### config.mk
export PLATFORM = sky130hd
export DESIGN_NAME = sc_retry_bank
export DESIGN_NICKNAME = d
export VERILOG_FILES = /design/src/rtl/sc_retry_pkg.sv /design/src/rtl/sc_wait_timer.sv /design/src/rtl/sc_strike_ctr.sv /design/src/rtl/sc_retry_chan.sv /design/src/rtl/sc_retry_bank.sv
export SDC_FILE = /design/constraint.sdc
export NUM_CORES = 1
export LEC_CHECK = 0
export BUFFER_PORTS_ARGS = -buffer_cell sky130_fd_sc_hd__buf_2
export CAP_MARGIN = 10
export CELL_PAD_IN_SITES_DETAIL_PLACEMENT = 0
export CELL_PAD_IN_SITES_GLOBAL_PLACEMENT = 1
export CORE_UTILIZATION = 40
export DETAILED_ROUTE_END_ITERATION = 16
export PLACE_DENSITY_LB_ADDON = 0.05
export SLEW_MARGIN = 30
export SYNTH_ARGS = -nofsm -noshare
export SYNTH_HDL_FRONTEND = slang
export SYNTH_SLANG_ARGS = --single-unit
### constraint.sdc
create_clock -name clk -period 2.3 [get_ports clk]
set_input_delay 0.115 -clock clk [delete_from_list [all_inputs] [get_ports clk]]
set_output_delay 0.115 -clock clk [all_outputs]
set_load 0.05 [all_outputs]
### src/rtl/sc_retry_pkg.sv
package sc_retry_pkg;

   // Per-channel controller state
   typedef enum logic [1:0] {
      CH_RUN    = 2'd0,  // powered, no re-check window open
      CH_WAIT   = 2'd1,  // powered off after a strike
      CH_WINDOW = 2'd2,  // powered, re-check window open
      CH_FAULT  = 2'd3   // latched fault, output held high impedance
   } ch_state_e;

   // Width able to hold values 0 .. v-1, at least one bit
   function automatic int unsigned idx_width(input int unsigned v);
      return (v > 1) ? $clog2(v) : 1;
   endfunction

endpackage

### src/rtl/sc_wait_timer.sv
module sc_wait_timer #(
   parameter int unsigned CNT_W = 8
) (
   input  logic             clk,
   input  logic             rst_n,
   input  logic             load,
   input  logic [CNT_W-1:0] load_val,
   output logic             expired
);

   logic [CNT_W-1:0] cnt_q;

   always_ff @(posedge clk or negedge rst_n) begin
      if (!rst_n) begin
         cnt_q <= '0;
      end else if (load) begin
         cnt_q <= load_val;
      end else if (cnt_q != '0) begin
         cnt_q <= cnt_q - 1'b1;
      end
   end

   assign expired = (cnt_q == '0);

endmodule

### src/rtl/sc_strike_ctr.sv
module sc_strike_ctr #(
   parameter int unsigned STRIKES = 3
) (
   input  logic clk,
   input  logic rst_n,
   input  logic clr,
   input  logic inc,
   output logic at_last
);

   localparam int unsigned CW = $clog2(STRIKES + 1);
   localparam logic [CW-1:0] LAST_VAL = CW'(STRIKES - 1);

   logic [CW-1:0] cnt_q;

   always_ff @(posedge clk or negedge rst_n) begin
      if (!rst_n) begin
         cnt_q <= '0;
      end else if (clr) begin
         cnt_q <= '0;
      end else if (inc) begin
         cnt_q <= cnt_q + 1'b1;
      end
   end

   // The next strike is the one that latches the fault
   assign at_last = (cnt_q == LAST_VAL);

endmodule

### src/rtl/sc_retry_chan.sv
module sc_retry_chan
   import sc_retry_pkg::*;
#(
   parameter int unsigned WAIT_CYC = 16,
   parameter int unsigned WIN_CYC  = 16,
   parameter int unsigned STRIKES  = 3
) (
   input  logic clk,
   input  logic rst_n,
   input  logic enable,
   input  logic short_det,
   input  logic clr,
   output logic pwr_on,
   output logic fault
);

   localparam int unsigned MAX_CYC = (WAIT_CYC > WIN_CYC) ? WAIT_CYC : WIN_CYC;
   localparam int unsigned TW      = idx_width(MAX_CYC);
   localparam logic [TW-1:0] WAIT_LD = TW'(WAIT_CYC - 1);
   localparam logic [TW-1:0] WIN_LD  = TW'(WIN_CYC - 1);

   ch_state_e       state_q, state_d;
   logic            powered;
   logic            det_ok;
   logic            t_load;
   logic [TW-1:0]   t_val;
   logic            t_expired;
   logic            s_inc;
   logic            s_clr;
   logic            s_last;

   assign powered = (state_q == CH_RUN) || (state_q == CH_WINDOW);
   assign det_ok  = enable && powered && short_det;

   always_comb begin
      state_d = state_q;
      t_load  = 1'b0;
      t_val   = '0;
      s_inc   = 1'b0;
      s_clr   = 1'b0;
      if (clr) begin
         // clear from the register write beats any detection
         state_d = CH_RUN;
         s_clr   = 1'b1;
      end else begin
         unique case (state_q)
            CH_RUN, CH_WINDOW: begin
               if (det_ok) begin
                  s_inc = 1'b1;
                  if (s_last) begin
                     state_d = CH_FAULT;
                  end else begin
                     state_d = CH_WAIT;
                     t_load  = 1'b1;
                     t_val   = WAIT_LD;
                  end
               end else if ((state_q == CH_WINDOW) && t_expired) begin
                  state_d = CH_RUN;
                  s_clr   = 1'b1;
               end
            end
            CH_WAIT: begin
               if (t_expired) begin
                  state_d = CH_WINDOW;
                  t_load  = 1'b1;
                  t_val   = WIN_LD;
               end
            end
            CH_FAULT: begin
               state_d = CH_FAULT;
            end
            default: state_d = CH_RUN;
         endcase
      end
   end

   always_ff @(posedge clk or negedge rst_n) begin
      if (!rst_n) begin
         state_q <= CH_RUN;
      end else begin
         state_q <= state_d;
      end
   end

   sc_wait_timer #(
      .CNT_W (TW)
   ) timer_i (
      .clk      (clk),
      .rst_n    (rst_n),
      .load     (t_load),
      .load_val (t_val),
      .expired  (t_expired)
   );

   sc_strike_ctr #(
      .STRIKES (STRIKES)
   ) strikes_i (
      .clk     (clk),
      .rst_n   (rst_n),
      .clr     (s_clr),
      .inc     (s_inc),
      .at_last (s_last)
   );

   assign pwr_on = enable && powered;
   assign fault  = (state_q == CH_FAULT);

endmodule

### src/rtl/sc_retry_bank.sv
module sc_retry_bank #(
   parameter int unsigned NUM_CH   = 2,
   parameter int unsigned WAIT_CYC = 4_000_000,
   parameter int unsigned WIN_CYC  = 4_000_000,
   parameter int unsigned STRIKES  = 3
) (
   input  logic              clk,
   input  logic              rst_n,
   input  logic [NUM_CH-1:0] ch_enable,
   input  logic [NUM_CH-1:0] short_det,
   input  logic              fault_clr,
   output logic [NUM_CH-1:0] pwr_on,
   output logic [NUM_CH-1:0] sc_flag,
   output logic [NUM_CH-1:0] hiz_flag
);

   // Elaboration-time parameter checks
   if (NUM_CH < 1) begin : g_bad_nch
      $error("sc_retry_bank: NUM_CH must be at least 1");
   end
   if (WAIT_CYC < 1) begin : g_bad_wait
      $error("sc_retry_bank: WAIT_CYC must be at least 1");
   end
   if (WIN_CYC < 1) begin : g_bad_win
      $error("sc_retry_bank: WIN_CYC must be at least 1");
   end
   if (STRIKES < 1) begin : g_bad_strk
      $error("sc_retry_bank: STRIKES must be at least 1");
   end

   for (genvar c = 0; c < NUM_CH; c++) begin : g_ch
      logic fault_c;

      sc_retry_chan #(
         .WAIT_CYC (WAIT_CYC),
         .WIN_CYC  (WIN_CYC),
         .STRIKES  (STRIKES)
      ) chan_i (
         .clk       (clk),
         .rst_n     (rst_n),
         .enable    (ch_enable[c]),
         .short_det (short_det[c]),
         .clr       (fault_clr),
         .pwr_on    (pwr_on[c]),
         .fault     (fault_c)
      );

      assign sc_flag[c]  = fault_c;
      assign hiz_flag[c] = fault_c;
   end

endmodule

* Word level (Yosys, flattened, before mapping) *
Cells that the tools add are included.

storage, ports and cells
  register bits after elaboration = 52
  latch bits = 0
  bits in writable memories = 0
  bits in read-only memories = 0
  input port bits = 7
  word-level logic and storage cells = 98
  memories kept = 0

operators by class
  $add $sub $neg = 4
  multipliers = 0
  div/mod/pow operators = 0
  $lt $le $gt $ge = 0
  equal/unequal tests = 12
  shift operators = 0
  muxes and demuxes = 54
  bitwise gates (word level) = 0
  reductions and logical operators = 22

operator list
  cell                   number
  $mux 22                12
  $pmux 22 s2            2
  $logic_not 22->1       2
  $reduce_bool 22->1     2
  $sub 22x1->22 const B  2
  $mux 2                 14
  $mux 1                 22
  $eq 2x2->1 const B     6
  $pmux 2 s3             2
  $ne 4x2->1 const B     2
  $reduce_bool 2->1      4
  $logic_and 1x1->1      6
  $ne 3x2->1 const B     2
  $add 2x1->2 const B    2
  $eq 2x1->1 const B     2
  $logic_not 2->1        2
  $pmux 1 s2             2
  $reduce_and 2->1       2
  $reduce_or 2->1        2
  $logic_or 1x1->1       2

* Depth between registers and ports, before layout *
  word-level depth = 9
  gate-level depth with buffers = 9
  mapped depth without buffers = 7

* By module *
Synthesis repeated with hierarchy kept, for this count alone.

second synthesis, totals
  cell total of the unflattened synthesis = 348
  area total of the unflattened synthesis = 3179.3 sq um

modules (own cells, without submodules)
  module                                  times used  cells each  area an instance (sq um)  sequential area each (sq um)
  sc_wait_timer (g_ch[0].chan_i.timer_i)  1           150         1362.6                    550.5
  sc_wait_timer (g_ch[1].chan_i.timer_i)  1           140         1268.7                    550.5
  sc_retry_chan                           2           18          158.9                     50.0
  sc_strike_ctr                           2           9           100.1                     50.0
  sc_retry_bank                           1           4           30.0                      0.0

* Worst setup path before layout *
OpenSTA, ideal clock, no wires.

  path type = register to register
  start = reg g_ch[1].chan_i.timer_i.cnt_q[11]
  end = reg g_ch[1].chan_i.timer_i.cnt_q[21]
  data arrival time = 2.360 ns
  data required time = 2.169 ns
  slack = -0.191 ns
  stages on the path, launching flop included = 7
  cells stage by stage = dfrtp_1 -> or4_1 -> buf_2 -> or4_4 -> or3_4 -> o31a_1 -> or3_1

between the ends
  cells in the longest elaborated chain, start to end = 5
  elaborated cells on any way between the ends = 12
  those cells by class = add/sub: 1; mux: 8; reduce/logical: 3

ends and longest elaborated chain
  what                                                   line                 source
  start, declared                                        sc_wait_timer.sv:11  logic [CNT_W-1:0] cnt_q;
  start signal, assigned                                 sc_wait_timer.sv:17  cnt_q <= load_val;
  start signal, assigned                                 sc_wait_timer.sv:19  cnt_q <= cnt_q - 1'b1;
  branches (longest 5 deep; another with $sub 22x1->22)  n/a

Parallel ways; which one is timed is not known. The select of a mux whose other input is x is not followed.
A chain may end at the register's enable or synchronous reset.

* Worst setup path in the final report *
  start = reg g_ch[1].chan_i.timer_i.cnt_q[14]
  end = reg g_ch[1].chan_i.timer_i.cnt_q[21]

Same word-level chain as after synthesis.

==> summary.md <==
| Metric | Value |
|---|---|
| Switching pwr | `0.000650 W` |
| Synth Area in Compound Gates | `12.5%` |
| Final period utilization | `102%` |
| Max Clock Freq | `425 MHz` |
| Post-route setup slack | `-0.0548 ns` |
| H-Tree Depth | `2` |
| Sw frac | `28.8%` |
| Crit path to | `g_ch[1].chan_i.timer_i.cnt_q[21]` |
| Met2 usage | `28.7%` |
| Crit. End Element | `flop` |
| Top Ports | `13` |
| Distinct cells, synth | `44` |
| Final Max Tran Viols | `0` |
| DRC viols | `0` |
| Synth Register Bits | `52` |
| Yosys warns | `0` |
| DRT iter0 DRCs | `92` |
| Clock power share | `30.0%` |
| Period minus WS final | `2.35 ns` |
| Post-route clock skew | `0.00731 ns` |
| Met1 usage | `29.2%` |
| IO Port Bufs | `12` |
| Final WL | `6.47 mm` |
| RSZ-0062 raised after global routing | `yes` |
| Tot GR Track Use | `19.1%` |
| Setup TNS | `-0.0548 ns` |
| Asr flop ratio synth | `100%` |
| Worst EP arrival | `2.54 ns` |
| P_int | `0.00161 W` |
| Slew headroom | `57.0%` |
| Largest net degree at the start of global routing | `30` |
| Syn Inst Count | `302` |
| Die Height | `86.0 um` |
| Nets@finish | `372` |
| Final design utilization | `52.0%` |
| Crit Reg-Reg Endpoint | `g_ch[1].chan_i.timer_i.cnt_q[21]` |
| Initial Utilization | `41.6%` |
| Outcome | `finished with violations` |
| DR vias | `2417` |
| Die ar. | `7400 um2` |
| Req. time, crit path | `2.49 ns` |
| R2r setup slk | `-0.05 ns` |
| Bufs on Longest Clock Path | `2` |
| WS Path Type | `flop to flop` |
| Synthesized area | `2820 um2` |
| Drt pass-1 iters | `4` |
| Simple-gate area share of the yosys netlist | `27.1%` |
| Crit path launch type | `flop` |
| TritonCTS Buffers | `5` |
| Post-Synth Adder-Cell Area | `1.77%` |
| Largest family of logic cells by synthesized area | `simple AND/OR/NAND/NOR gates` |
| Flop pwr share | `48.4%` |
| First-pass GRT wire length | `11.2 mm` |
| Max-cap violations | `0` |
| Vias per cell | `5.28` |
| Comb power frac | `21.6%` |
| Die Wd | `86.0 um` |
| Met3 Use GR | `3.18%` |
| Final setup viols | `1` |
| N_diodes | `0` |
| Syn avg cell area | `9.35 um2` |
| GR Overflow Total | `0` |
| Post-Synth XOR/XNOR Area | `8.06%` |
| Final hold viol count | `0` |
| Total leakage power | `1.40 nW` |
| Worst R2R Start | `g_ch[1].chan_i.timer_i.cnt_q[14]` |
| Area delta synth->final | `25.2%` |
| Failing checks | `setup timing` |
| Seq/Total Area, Yosys | `46.1%` |
| Initial antenna violation count | `0` |
| Min-Delay Path Class | `primary input to flop` |
| Post-place setup slack | `-0.125 ns` |
| Multiplexer area fraction after synthesis | `0.354%` |
| Clk sink count | `52` |
| Clk root buf | `clkbuf_8` |
| Syn Nets | `313` |
| Layout cells sized above 1 | `27.1%` |
| Final ANT Viol Nets | `0` |
| GPL Wtd Cong | `0.788` |
| CP Max Fanout | `3` |
| # rows | `30` |
| Slew @ Worst Pin | `0.645 ns` |
| Power per cell area | `638 nW/um2` |
| Core ar. | `6790 um2` |
| DR WL/cell | `14.1 um` |
| EDFF count, synth | `0` |
| Grt peak-use layer | `met1` |
| Post-DP HPWL | `4.79 mm` |
| Vias in the first global route | `2354` |
| Worst skew pair latency | `0.31 ns` |
| TritonCTS clock tree | `done` |
| Clock transition at the registers of the reported paths | `0.10 ns` |
| R2R cell count | `5` |
| CP startpoint | `g_ch[1].chan_i.timer_i.cnt_q[14]` |
| Peak VDD IR | `0.000388 V` |
| Ys flop type | `dfrtp_1` |
| Pwr Total | `0.00226 W` |
==> cell usage after synthesis (2+ instances only) <==
master | number | area (um2)
nand4b_1 | 4 | 35.0
dfrtp_1 | 52 | 1300
a31oi_1 | 6 | 37.5
a211o_1 | 4 | 35.0
nand3_1 | 14 | 70.1
ha_1 | 4 | 50.1
nand2_1 | 27 | 101
or3b_2 | 2 | 17.5
and3_1 | 2 | 12.5
or2_2 | 3 | 18.8
or4_1 | 8 | 60.1
nor2b_1 | 4 | 25.0
and2_1 | 4 | 25.0
xnor2_1 | 14 | 123
buf_4 | 6 | 45.0
nor3_1 | 13 | 65.1
a21oi_1 | 10 | 50.1
o211ai_1 | 10 | 75.1
nor3b_1 | 2 | 15.0
xor2_1 | 12 | 105
buf_2 | 4 | 20.0
o21ai_0 | 8 | 40.0
clkbuf_1 | 7 | 26.3
or3_1 | 7 | 43.8
inv_1 | 7 | 26.3
nand4_1 | 5 | 31.3
nor4_1 | 9 | 56.3
o31ai_1 | 4 | 30.0
a211oi_1 | 5 | 37.5
nor2_1 | 31 | 116
==> state kept, by name, summed over array words and instances (netlist names) <==
name / count
g_ch.chan_i.state_q: 4
g_ch.chan_i.strikes_i.cnt_q: 4
g_ch.chan_i.timer_i.cnt_q: 44
==> logic make-up (layout without fill, tap and decap cells) <==
family                   Yosys count  after routing
XOR/XNOR                          26             26
adder cells (fa/ha/maj)            4              4
flip-flops                        52             52
AND/OR/NAND/NOR                  143            143
AO/OA/AOI/OAI                     52             52
multiplexers                       1              1
buffers and inverters             24             84
==> how the worst min path moves through the flow <==
stage | start | endpoint | slack [ns] | cells after the start
finish | short_det[1] | g_ch[1].chan_i.strikes_i.cnt_q[0] | 0.06 | 3
global route | short_det[1] | g_ch[1].chan_i.strikes_i.cnt_q[0] | 0.04 | 3
CTS | short_det[0] | g_ch[0].chan_i.strikes_i.cnt_q[0] | 0.05 | 3
detailed placement | rst_n | g_ch[1].chan_i.timer_i.cnt_q[4] | 0.20 | 1
global placement | rst_n | g_ch[1].chan_i.timer_i.cnt_q[4] | 0.19 | 1
floorplan | rst_n | g_ch[0].chan_i.state_q[0] | -0.18 | 0
==> layout by cell type, fill, tap and decap left out, types with 2 or more instances in the layout <==
cell type / instances
xor2_1: 12
a211oi_2: 2
a31oi_1: 6
o31ai_1: 4
or4_1: 4
nand4b_1: 4
or4_4: 5
o21ai_0: 7
nand4_1: 5
and3_1: 2
nor3_2: 4
nor2b_1: 4
nand3_1: 14
nor4_1: 8
or2_2: 3
or3_4: 2
a211o_1: 3
ha_1: 4
inv_1: 7
dfrtp_1: 52
or3_1: 6
a211oi_1: 4
clkbuf_8: 6
a21oi_1: 10
nor2_1: 31
nand2_1: 27
o211ai_1: 10
buf_4: 56
and2_1: 4
nor3b_1: 2
xnor2_1: 14
buf_2: 12
nor3_1: 9
==> timing repair <==
| action | in CTS | in global routing |
|---|---|---|
| hold buffers | 1 | 0 |
| setup endpoints to repair | 11 | 22 |
| gates resized for setup | 7 | 10 |
| pin swaps | 2 | 8 |
| setup buffers | 1 | 4 |
| endpoints found under the hold margin | 27 | 0 |
==> routing by layer <==
metal / wire, um / vias to the layer above
li1: - / 1211
met1: 3420 / 1170
met2: 2800 / 34
met3: 219 / 2
met4: 27 / 0
met5: 0 / -
==> layout make-up <==
type,instances,area [um2]
Clock buffer,6,82.6
Clock inverter,2,38.8
Fill cell,654,3260
Inverter,7,26.3
Multi-Input combinational cell,226,1480
Sequential cell,52,1300
Tap cell,96,120
Timing Repair Buffer,69,490
==> critical path, cell delays in order, from the launching register on <==
cell	delay (ns)
dfrtp_1	0.39
or4_4	0.54
or4_4	0.44
or3_4	0.34
o31a_1	0.23
or3_1	0.30
==> power by group through the flow <==
stage	combinational, W	sequential [W]	clock [W]
after floorplan	0.000263	0.00111	0
after global placement	0.000478	0.00111	0
after detailed placement	0.000483	0.00111	0
after CTS	0.000490	0.00109	0.000706
after global routing	0.000554	0.00111	0.000749
final	0.000487	0.00109	0.000677
==> per-stage QoR <==
| step | instance area [um2] | hold slack, ns | instances |
|---|---|---|---|
| 2_1_floorplan | 2830 | -0.181 | 302 |
| 3_3_place_gp | 3300 | 0.188 | 444 |
| 3_5_place_dp | 3300 | 0.198 | 444 |
| 4_1_cts | 3460 | 0.0514 | 454 |
| 5_1_grt | 3530 | 0.0428 | 458 |
| 6_report | 3530 | 0.0624 | 458 |
(Power assumes the default switching activity.)
